<file path="src/rtl/cmu_pkg.sv">
package cmu_pkg;
  localparam logic [2:0] OPC_INVAL  = 3'd0;
  localparam logic [2:0] OPC_TAG_RD = 3'd1;
  localparam logic [2:0] OPC_TAG_WR = 3'd2;
  localparam logic [1:0] LS_INVALID = 2'd0;

  typedef enum logic [2:0] {
    S_IDLE,
    S_LOOK,
    S_RD,
    S_DRIVE,
    S_SEND
  } mnt_phase_e;
endpackage

</file>
<file path="src/rtl/cmu_chk_gen.sv">
module cmu_chk_gen #(
  parameter int BYTES = 8
) (
  input  logic [8*BYTES-1:0] data,
  output logic [BYTES-1:0]   chk
);
  for (genvar b = 0; b < BYTES; b++) begin : g_byte
    assign chk[b] = ^data[8*b +: 8];
  end
endmodule

</file>
<file path="src/rtl/cmu_tag_store.sv">
module cmu_tag_store #(
  parameter int IDX_W = 3,
  parameter int TAG_W = 28,
  localparam int LINES = 1 << IDX_W
) (
  input  logic             clk,
  input  logic             rst,
  input  logic             we,
  input  logic [IDX_W-1:0] waddr,
  input  logic [TAG_W-1:0] wtag,
  input  logic [1:0]       wstate,
  input  logic             wwbit,
  input  logic [IDX_W-1:0] raddr,
  output logic [TAG_W-1:0] rtag,
  output logic [1:0]       rstate,
  output logic             rwbit,
  output logic             rpar
);
  logic [TAG_W-1:0] tag_a [LINES];
  logic [1:0]       st_a  [LINES];
  logic             wb_a  [LINES];
  logic             par_a [LINES];

  always_ff @(posedge clk) begin
    if (rst) begin
      for (int i = 0; i < LINES; i++) begin
        tag_a[i] <= '0;
        st_a[i]  <= '0;
        wb_a[i]  <= 1'b0;
        par_a[i] <= 1'b0;
      end
    end else if (we) begin
      tag_a[waddr] <= wtag;
      st_a[waddr]  <= wstate;
      wb_a[waddr]  <= wwbit;
      par_a[waddr] <= ^{wtag, wstate, wwbit};
    end
  end

  assign rtag   = tag_a[raddr];
  assign rstate = st_a[raddr];
  assign rwbit  = wb_a[raddr];
  assign rpar   = par_a[raddr];
endmodule

</file>
<file path="src/rtl/cmu_data_store.sv">
module cmu_data_store #(
  parameter int IDX_W  = 3,
  parameter int BEAT_W = 1,
  parameter int DATA_W = 64,
  localparam int CHK_W = DATA_W / 8,
  localparam int AW    = IDX_W + BEAT_W,
  localparam int DEPTH = 1 << AW
) (
  input  logic              clk,
  input  logic              rst,
  input  logic              wr_en,
  input  logic [AW-1:0]     wr_addr,
  input  logic [DATA_W-1:0] wr_data,
  input  logic [CHK_W-1:0]  wr_chk,
  input  logic [AW-1:0]     rd_addr,
  output logic [DATA_W-1:0] rd_data,
  input  logic [AW-1:0]     ck_addr,
  output logic [CHK_W-1:0]  ck_data
);
  logic [DATA_W-1:0] ram [DEPTH];
  logic [CHK_W-1:0]  ck_a [DEPTH];

  // Plain synchronous-read memory so block RAM can be inferred.
  always_ff @(posedge clk) begin
    if (wr_en) ram[wr_addr] <= wr_data;
    rd_data <= ram[rd_addr];
  end

  always_ff @(posedge clk) begin
    if (rst) begin
      for (int i = 0; i < DEPTH; i++) ck_a[i] <= '0;
    end else if (wr_en) begin
      ck_a[wr_addr] <= wr_chk;
    end
  end

  assign ck_data = ck_a[ck_addr];
endmodule

</file>
<file path="src/rtl/dcache_maint.sv">
module dcache_maint import cmu_pkg::*; #(
  parameter int  IDX_W     = 3,
  parameter int  BEATS     = 2,
  parameter int  TAG_W     = 28,
  parameter bit  DATA_SIDE = 1'b1,
  localparam int BEAT_W    = $clog2(BEATS),
  localparam int ADDR_W    = TAG_W + IDX_W + BEAT_W + 3
) (
  input  logic              clk,
  input  logic              rst,
  input  logic              cmd_valid,
  input  logic [2:0]        cmd_op,
  input  logic [IDX_W-1:0]  cmd_idx,
  input  logic [BEAT_W-1:0] cmd_dw,
  output logic              busy,
  output logic              done,
  input  logic [2:0]        hold_we,
  input  logic [31:0]       hold_wdata,
  input  logic              inj_en,
  output logic [31:0]       tag_lo,
  output logic [31:0]       tag_hi,
  output logic [7:0]        ecc_q,
  input  logic              fill_we,
  input  logic [IDX_W-1:0]  fill_idx,
  input  logic [BEAT_W-1:0] fill_dw,
  input  logic [63:0]       fill_data,
  output logic              mem_req,
  output logic [ADDR_W-1:0] mem_addr,
  output logic [63:0]       mem_data,
  output logic [7:0]        mem_chk,
  input  logic              mem_ack
);
  localparam int TAG_HI_W = TAG_W - 24;
  localparam logic [BEAT_W-1:0] LAST_BEAT = BEAT_W'(BEATS - 1);

  mnt_phase_e        ph_q;
  logic              busy_q, done_q;
  logic [2:0]        op_q;
  logic [IDX_W-1:0]  idx_q;
  logic [BEAT_W-1:0] dw_q, beat_q;
  logic [31:0]       lo_q, hi_q;
  logic [7:0]        ecc_r;
  logic              mreq_q;
  logic [ADDR_W-1:0] maddr_q;
  logic [63:0]       mdata_q;
  logic [7:0]        mchk_q;

  logic [TAG_W-1:0]  rd_tag;
  logic [1:0]        rd_state;
  logic              rd_wbit, rd_par;
  logic [63:0]       ram_q;
  logic [7:0]        ck_q, fill_chk, wb_chk;

  logic              wb_allowed, need_wb, accept, last_beat;
  logic              look_done, send_done, finish;
  logic              tw_en, is_store;
  logic [TAG_W-1:0]  tw_tag;
  logic [1:0]        tw_state;
  logic              tw_wbit;
  logic [7:0]        inj_mask;
  logic              unused_bits;

  // Variant choice: only the data-side unit writes dirty lines back.
  if (DATA_SIDE) begin : g_dside
    assign wb_allowed = 1'b1;
  end else begin : g_iside
    assign wb_allowed = 1'b0;
  end

  cmu_tag_store #(.IDX_W(IDX_W), .TAG_W(TAG_W)) tags_i (
    .clk(clk), .rst(rst),
    .we(tw_en), .waddr(idx_q), .wtag(tw_tag), .wstate(tw_state), .wwbit(tw_wbit),
    .raddr(idx_q), .rtag(rd_tag), .rstate(rd_state), .rwbit(rd_wbit), .rpar(rd_par)
  );

  cmu_chk_gen #(.BYTES(8)) fill_gen_i (.data(fill_data), .chk(fill_chk));
  cmu_chk_gen #(.BYTES(8)) wb_gen_i   (.data(ram_q),     .chk(wb_chk));

  cmu_data_store #(.IDX_W(IDX_W), .BEAT_W(BEAT_W), .DATA_W(64)) data_i (
    .clk(clk), .rst(rst),
    .wr_en(fill_we), .wr_addr({fill_idx, fill_dw}), .wr_data(fill_data), .wr_chk(fill_chk),
    .rd_addr({idx_q, beat_q}), .rd_data(ram_q),
    .ck_addr({idx_q, dw_q}), .ck_data(ck_q)
  );

  always_comb begin
    accept    = cmd_valid && !busy_q;
    last_beat = (beat_q == LAST_BEAT);
    need_wb   = wb_allowed && (rd_state != LS_INVALID) && rd_wbit;
    look_done = (ph_q == S_LOOK) && !((op_q == OPC_INVAL) && need_wb);
    send_done = (ph_q == S_SEND) && mem_ack && last_beat;
    finish    = look_done || send_done;
    is_store  = (op_q == OPC_TAG_WR);
    tw_en     = ((ph_q == S_LOOK) && is_store) ||
                ((ph_q == S_LOOK) && (op_q == OPC_INVAL) && !need_wb) ||
                send_done;
    if (is_store) begin
      tw_tag   = {hi_q[TAG_HI_W-1:0], lo_q[31:8]};
      tw_state = lo_q[7:6];
      tw_wbit  = lo_q[5];
    end else begin
      tw_tag   = rd_tag;
      tw_state = LS_INVALID;
      tw_wbit  = rd_wbit;
    end
    inj_mask = (inj_en && (beat_q == dw_q)) ? ecc_r : 8'h00;
  end

  always_ff @(posedge clk) begin
    if (rst) begin
      ph_q    <= S_IDLE;
      busy_q  <= 1'b0;
      done_q  <= 1'b0;
      op_q    <= '0;
      idx_q   <= '0;
      dw_q    <= '0;
      beat_q  <= '0;
      lo_q    <= '0;
      hi_q    <= '0;
      ecc_r   <= '0;
      mreq_q  <= 1'b0;
      maddr_q <= '0;
      mdata_q <= '0;
      mchk_q  <= '0;
    end else begin
      done_q <= 1'b0;
      if (hold_we[0]) lo_q  <= hold_wdata;
      if (hold_we[1]) hi_q  <= hold_wdata;
      if (hold_we[2]) ecc_r <= hold_wdata[7:0];
      if (finish) begin
        busy_q <= 1'b0;
        done_q <= 1'b1;
      end
      unique case (ph_q)
        S_IDLE: begin
          if (accept) begin
            op_q   <= cmd_op;
            idx_q  <= cmd_idx;
            dw_q   <= cmd_dw;
            beat_q <= '0;
            busy_q <= 1'b1;
            ph_q   <= S_LOOK;
          end
        end
        S_LOOK: begin
          if (op_q == OPC_TAG_RD) begin
            lo_q  <= {rd_tag[23:0], rd_state, rd_wbit, 4'b0000, rd_par};
            hi_q  <= {{(32-TAG_HI_W){1'b0}}, rd_tag[TAG_W-1:24]};
            ecc_r <= ck_q;
          end
          ph_q <= look_done ? S_IDLE : S_DRIVE;
        end
        S_RD: ph_q <= S_DRIVE;
        S_DRIVE: begin
          mreq_q  <= 1'b1;
          maddr_q <= {rd_tag, idx_q, beat_q, 3'b000};
          mdata_q <= ram_q;
          mchk_q  <= wb_chk ^ inj_mask;
          ph_q    <= S_SEND;
        end
        S_SEND: begin
          if (mem_ack) begin
            mreq_q <= 1'b0;
            if (last_beat) begin
              ph_q <= S_IDLE;
            end else begin
              beat_q <= beat_q + BEAT_W'(1);
              ph_q   <= S_RD;
            end
          end
        end
        default: ph_q <= S_IDLE;
      endcase
    end
  end

  assign unused_bits = ^{lo_q[4:0], hi_q[31:TAG_HI_W]};

  assign busy     = busy_q;
  assign done     = done_q;
  assign tag_lo   = lo_q;
  assign tag_hi   = hi_q;
  assign ecc_q    = ecc_r;
  assign mem_req  = mreq_q;
  assign mem_addr = maddr_q;
  assign mem_data = mdata_q;
  assign mem_chk  = mchk_q;
endmodule

</file>
<file path="config.mk">
export PLATFORM = sky130hd
export DESIGN_NAME = dcache_maint
export DESIGN_NICKNAME = d
export VERILOG_FILES = /design/src/rtl/cmu_pkg.sv /design/src/rtl/cmu_chk_gen.sv /design/src/rtl/cmu_tag_store.sv /design/src/rtl/cmu_data_store.sv /design/src/rtl/dcache_maint.sv
export SDC_FILE = /design/constraint.sdc
export NUM_CORES = 2
export LEC_CHECK = 0
export BUFFER_PORTS_ARGS = -buffer_cell sky130_fd_sc_hd__buf_2
export CAP_MARGIN = 10
export CORE_MARGIN = 2
export CORE_UTILIZATION = 61
export DETAILED_ROUTE_END_ITERATION = 8
export PLACE_DENSITY_LB_ADDON = 0.1
export SLEW_MARGIN = 20
export SYNTH_ARGS = -nofsm -noshare
export SYNTH_HDL_FRONTEND = slang
export SYNTH_SLANG_ARGS = --single-unit
</file>
<file path="constraint.sdc">
create_clock -name clk -period 5.4 [get_ports clk]
set_input_delay 0.27 -clock clk [delete_from_list [all_inputs] [get_ports clk]]
set_output_delay 0.27 -clock clk [all_outputs]
set_load 0.005 [all_outputs]
</file>
==> flow_summary.ini <==
[setup_path]
critical_path_class = register to register
r2r_cells = 9
r2r_slack_ns = 1.27
worstSetupStartpointType = register
reg2reg_to = tags_i.par_a[3]
worstPathMaxFanout = 33
cp-end-kind = register
worstPathArrival_ns = 4.62
crit_required_ns = 5.89

[sta]
fin_crit_sh_pct = 76.5
fin_crit_ns = 4.13
tightest_slew_ns = 1.10
setup_viol = 0
rsz0062_at_grt = no
finClkSkew_ns = 0.0253
final-max-slew-violation-count = 0
fin_tns_setup_ns = 0
hold_violations = 0
slew_headroom_pct = 26.7
setup_slack_ns = 1.27
fmax_mhz = 242

[hold_path]
hold_path_class = input port to register
hp-start = hold_we[0]
whs_endpoint = tag_lo[2]
hold_depth = 4

[logic_synthesis]
synth_seq_area_share_pct = 72.7
synth_cells = 3906
synth_top_area_cell = edfxtp_1
synth-seq-cells = 1666
synth_edf_count = 1408
synth_area_leaders = edfxtp_1 65%, mux4_2 8.4%, dfxtp_1 7.9%
async_reset_ff_share_pct = 0
synth_area_um2 = 65200
avgSynthCellArea_um2 = 16.7
synth_top_area_share_pct = 64.8
yosysUniqueCellTypes = 51
ys_warn_count = 0
ys.flop_type = edfxtp_1

[clock_network]
tritoncts = yes
path_clk_slew_ns = 0.06
max-clock-path-buffers = 3
cts.sinks = 1666
worst_skew_pair.late_latency_ns = 0.77
cts_root_buf = clkbuf_16
cts_buffers = 162
postCtsSetupBuffers = 0
h-tree-depth = 4

[grt]
grt_use_total_pct = 31.7
antenna_found_initial = 8
grt_overflow = 0
grt_start_max_net_pins = 86
grt_pass1_wl_um = 248000
grt_pass1_vias = 36200

[floorplan]
core-area_um2 = 106000
die_w_um = 331
initial_core_util_pct = 61.7
die_area_um2 = 110000
die_h_um = 331
num_rows = 119
ios = 298

[placed_design]
place_congestion = 0.831
hpwl_um = 101000
port_buffers = 294
dp_slack_ns = 1.32

[final_layout]
nNetsFinal = 4445
syn_to_final_growth_pct = 14.8
utilization_pct = 70.9
fillers = 6789
final_layout_size_suffix_gt1_share_pct = 23.0

[route]
num_vias = 37100
wl_um = 172000
drt_first_pass_iters = 5
drc = 0
drt-wirelength-per-cell_um = 29.4
ant_nets = 0
drt_iter0_drc = 4256
via_per_inst = 6.34

[power]
power_leakage_nw = 25.0
p_per_area_nw_per_um2 = 385
vdd_drop_max_v = 0.000277

[run]
drv_cap = 0

[outcome]
outcome = completed
## through the flow
step | area (um^2) | total power (W) | hold WS [ns] | std cells
after floorplan | 65200 | 0.0166 | 0.369 | 3908
after global placement | 68500 | 0.0178 | 0.437 | 5448
after detailed placement | 68500 | 0.0179 | 0.440 | 5448
after CTS | 74900 | 0.0289 | 0.167 | 5857
after global routing | 74900 | 0.0296 | 0.200 | 5859
final | 74900 | 0.0289 | 0.191 | 5861
## how the worst max path moves through the flow
stage,cells past startpoint,endpoint,start,slack (ns)
after floorplan,4,data_i.ck_a[4][0],fill_dw,1.05
after global placement,9,tags_i.par_a[7],register,1.38
after detailed placement,9,tags_i.par_a[3],register,1.32
after CTS,9,tags_i.par_a[3],register,1.29
after global routing,9,tags_i.par_a[1],register,1.06
final,9,tags_i.par_a[3],register,1.27
## timing repair
item,in CTS,in global routing
setup endpoints to repair,0,0
hold buffers,108,0
endpoints found under the hold margin,1120,0
resized for setup,0,0
## cells by family after synthesis
| logic type | share of synthesized area [%] |
|---|---|
| and+or+nand+nor | 5.46 |
| xor gates and xnor gates | 2.07 |
| buffers and inverters | 1.50 |
| other | 0.00575 |
| muxes | 14.8 |
| AOI/OAI and AO/OA | 3.40 |
| DFF | 72.7 |
## worst max-delay path, stage by stage (launching register included)
cell,delay (ns)
dfxtp_4,0.74
buf_4,0.44
mux2_2,0.38
o22ai_1,0.15
a221oi_1,0.11
mux2i_1,0.66
xnor3_1,0.55
xnor3_1,0.20
xnor3_2,0.53
nor2_1,0.08
## per-layer routing
| metal | up-vias | routed length, um | GRT usage, % |
|---|---|---|---|
| met5 | - | 44 | 0 |
| met4 | 8 | 5770 | 10.7 |
| met3 | 295 | 16200 | 5.36 |
| met2 | 1906 | 82300 | 50.8 |
| met1 | 19200 | 67800 | 45.1 |
| li1 | 15800 | - | - |
## registers in the layout, summed over array words and instances (netlist names), 3 cells and up, named ones only
signal          cells
mem_data           64
idx_q               3
tags_i.wb_a         8
tag_lo             32
data_i.rd_data     64
ecc_q               8
ph_q                3
data_i.ram       1024
op_q                3
data_i.ck_a       128
tag_hi             32
tags_i.st_a        16
mem_addr           32
tags_i.par_a        8
mem_chk             8
tags_i.tag_a      224
## area by class of cell
class	count	area (um^2)	share of cell area, %
flip-flops and latches	1666	47500	63.4
multi-input cells	2004	17000	22.7
clock buffers	226	4660	6.22
repair buffers	494	3370	4.50
well taps	1391	1740	2.32
clock inverters	75	632	0.843
diodes	4	10.0	0.0134
inverters	1	3.75	0.00501
## power breakdown
group | switching (W) | leakage [nW] | internal [W]
sequential | 0.000294 | 15.2 | 0.0144
combinational | 0.00189 | 7.16 | 0.00114
clock | 0.00477 | 2.62 | 0.00638
total | 0.00696 | 25.0 | 0.0219
## cell usage after synthesis, drive strengths merged, types with 3 or more instances
cell type,count
nor2,519
xnor2,129
nand2,240
a211oi,59
a21oi,97
buf,62
xor2,12
mux2i,340
nand3,10
xnor3,5
nand3b,4
a31oi,6
o22ai,109
nor2b,13
mux4,243
dfxtp,258
a221oi,4
nand2b,16
or3,4
and2,16
a211o,24
nor3b,4
o21ai,3
a221o,15
a22oi,12
or2,18
edfxtp,1408
mux2,63
nor3,25
clkbuf,175
## placed cells by master (no fill, tap or decap), types with 5 or more instances in the layout
cell type      instances
mux4_2               243
clkbuf_8              26
buf_4                 82
edfxtp_1            1408
clkbuf_1              33
and2_1                14
mux2_2                62
clkbuf_16            167
or2_2                 18
buf_12                10
nand2b_1              13
dfxtp_4                5
clkinv_1              15
mux2i_2               10
nand3_1               10
o22ai_1              109
nor3_1                25
bufinv_16              7
clkinv_2              34
nand2_1              236
dlygate4sd3_1        108
a221o_1               15
nor2b_1               12
nor2_1               502
xnor2_1              126
a211o_1               24
a22oi_1               12
dfxtp_1              250
a211oi_1              59
mux2i_1              326
buf_2                293
clkinv_8               6
xor2_1                12
a21oi_1               97
nor2_4                16
a31oi_2                6
inv_6                  5
(Power assumes the default switching activity.)
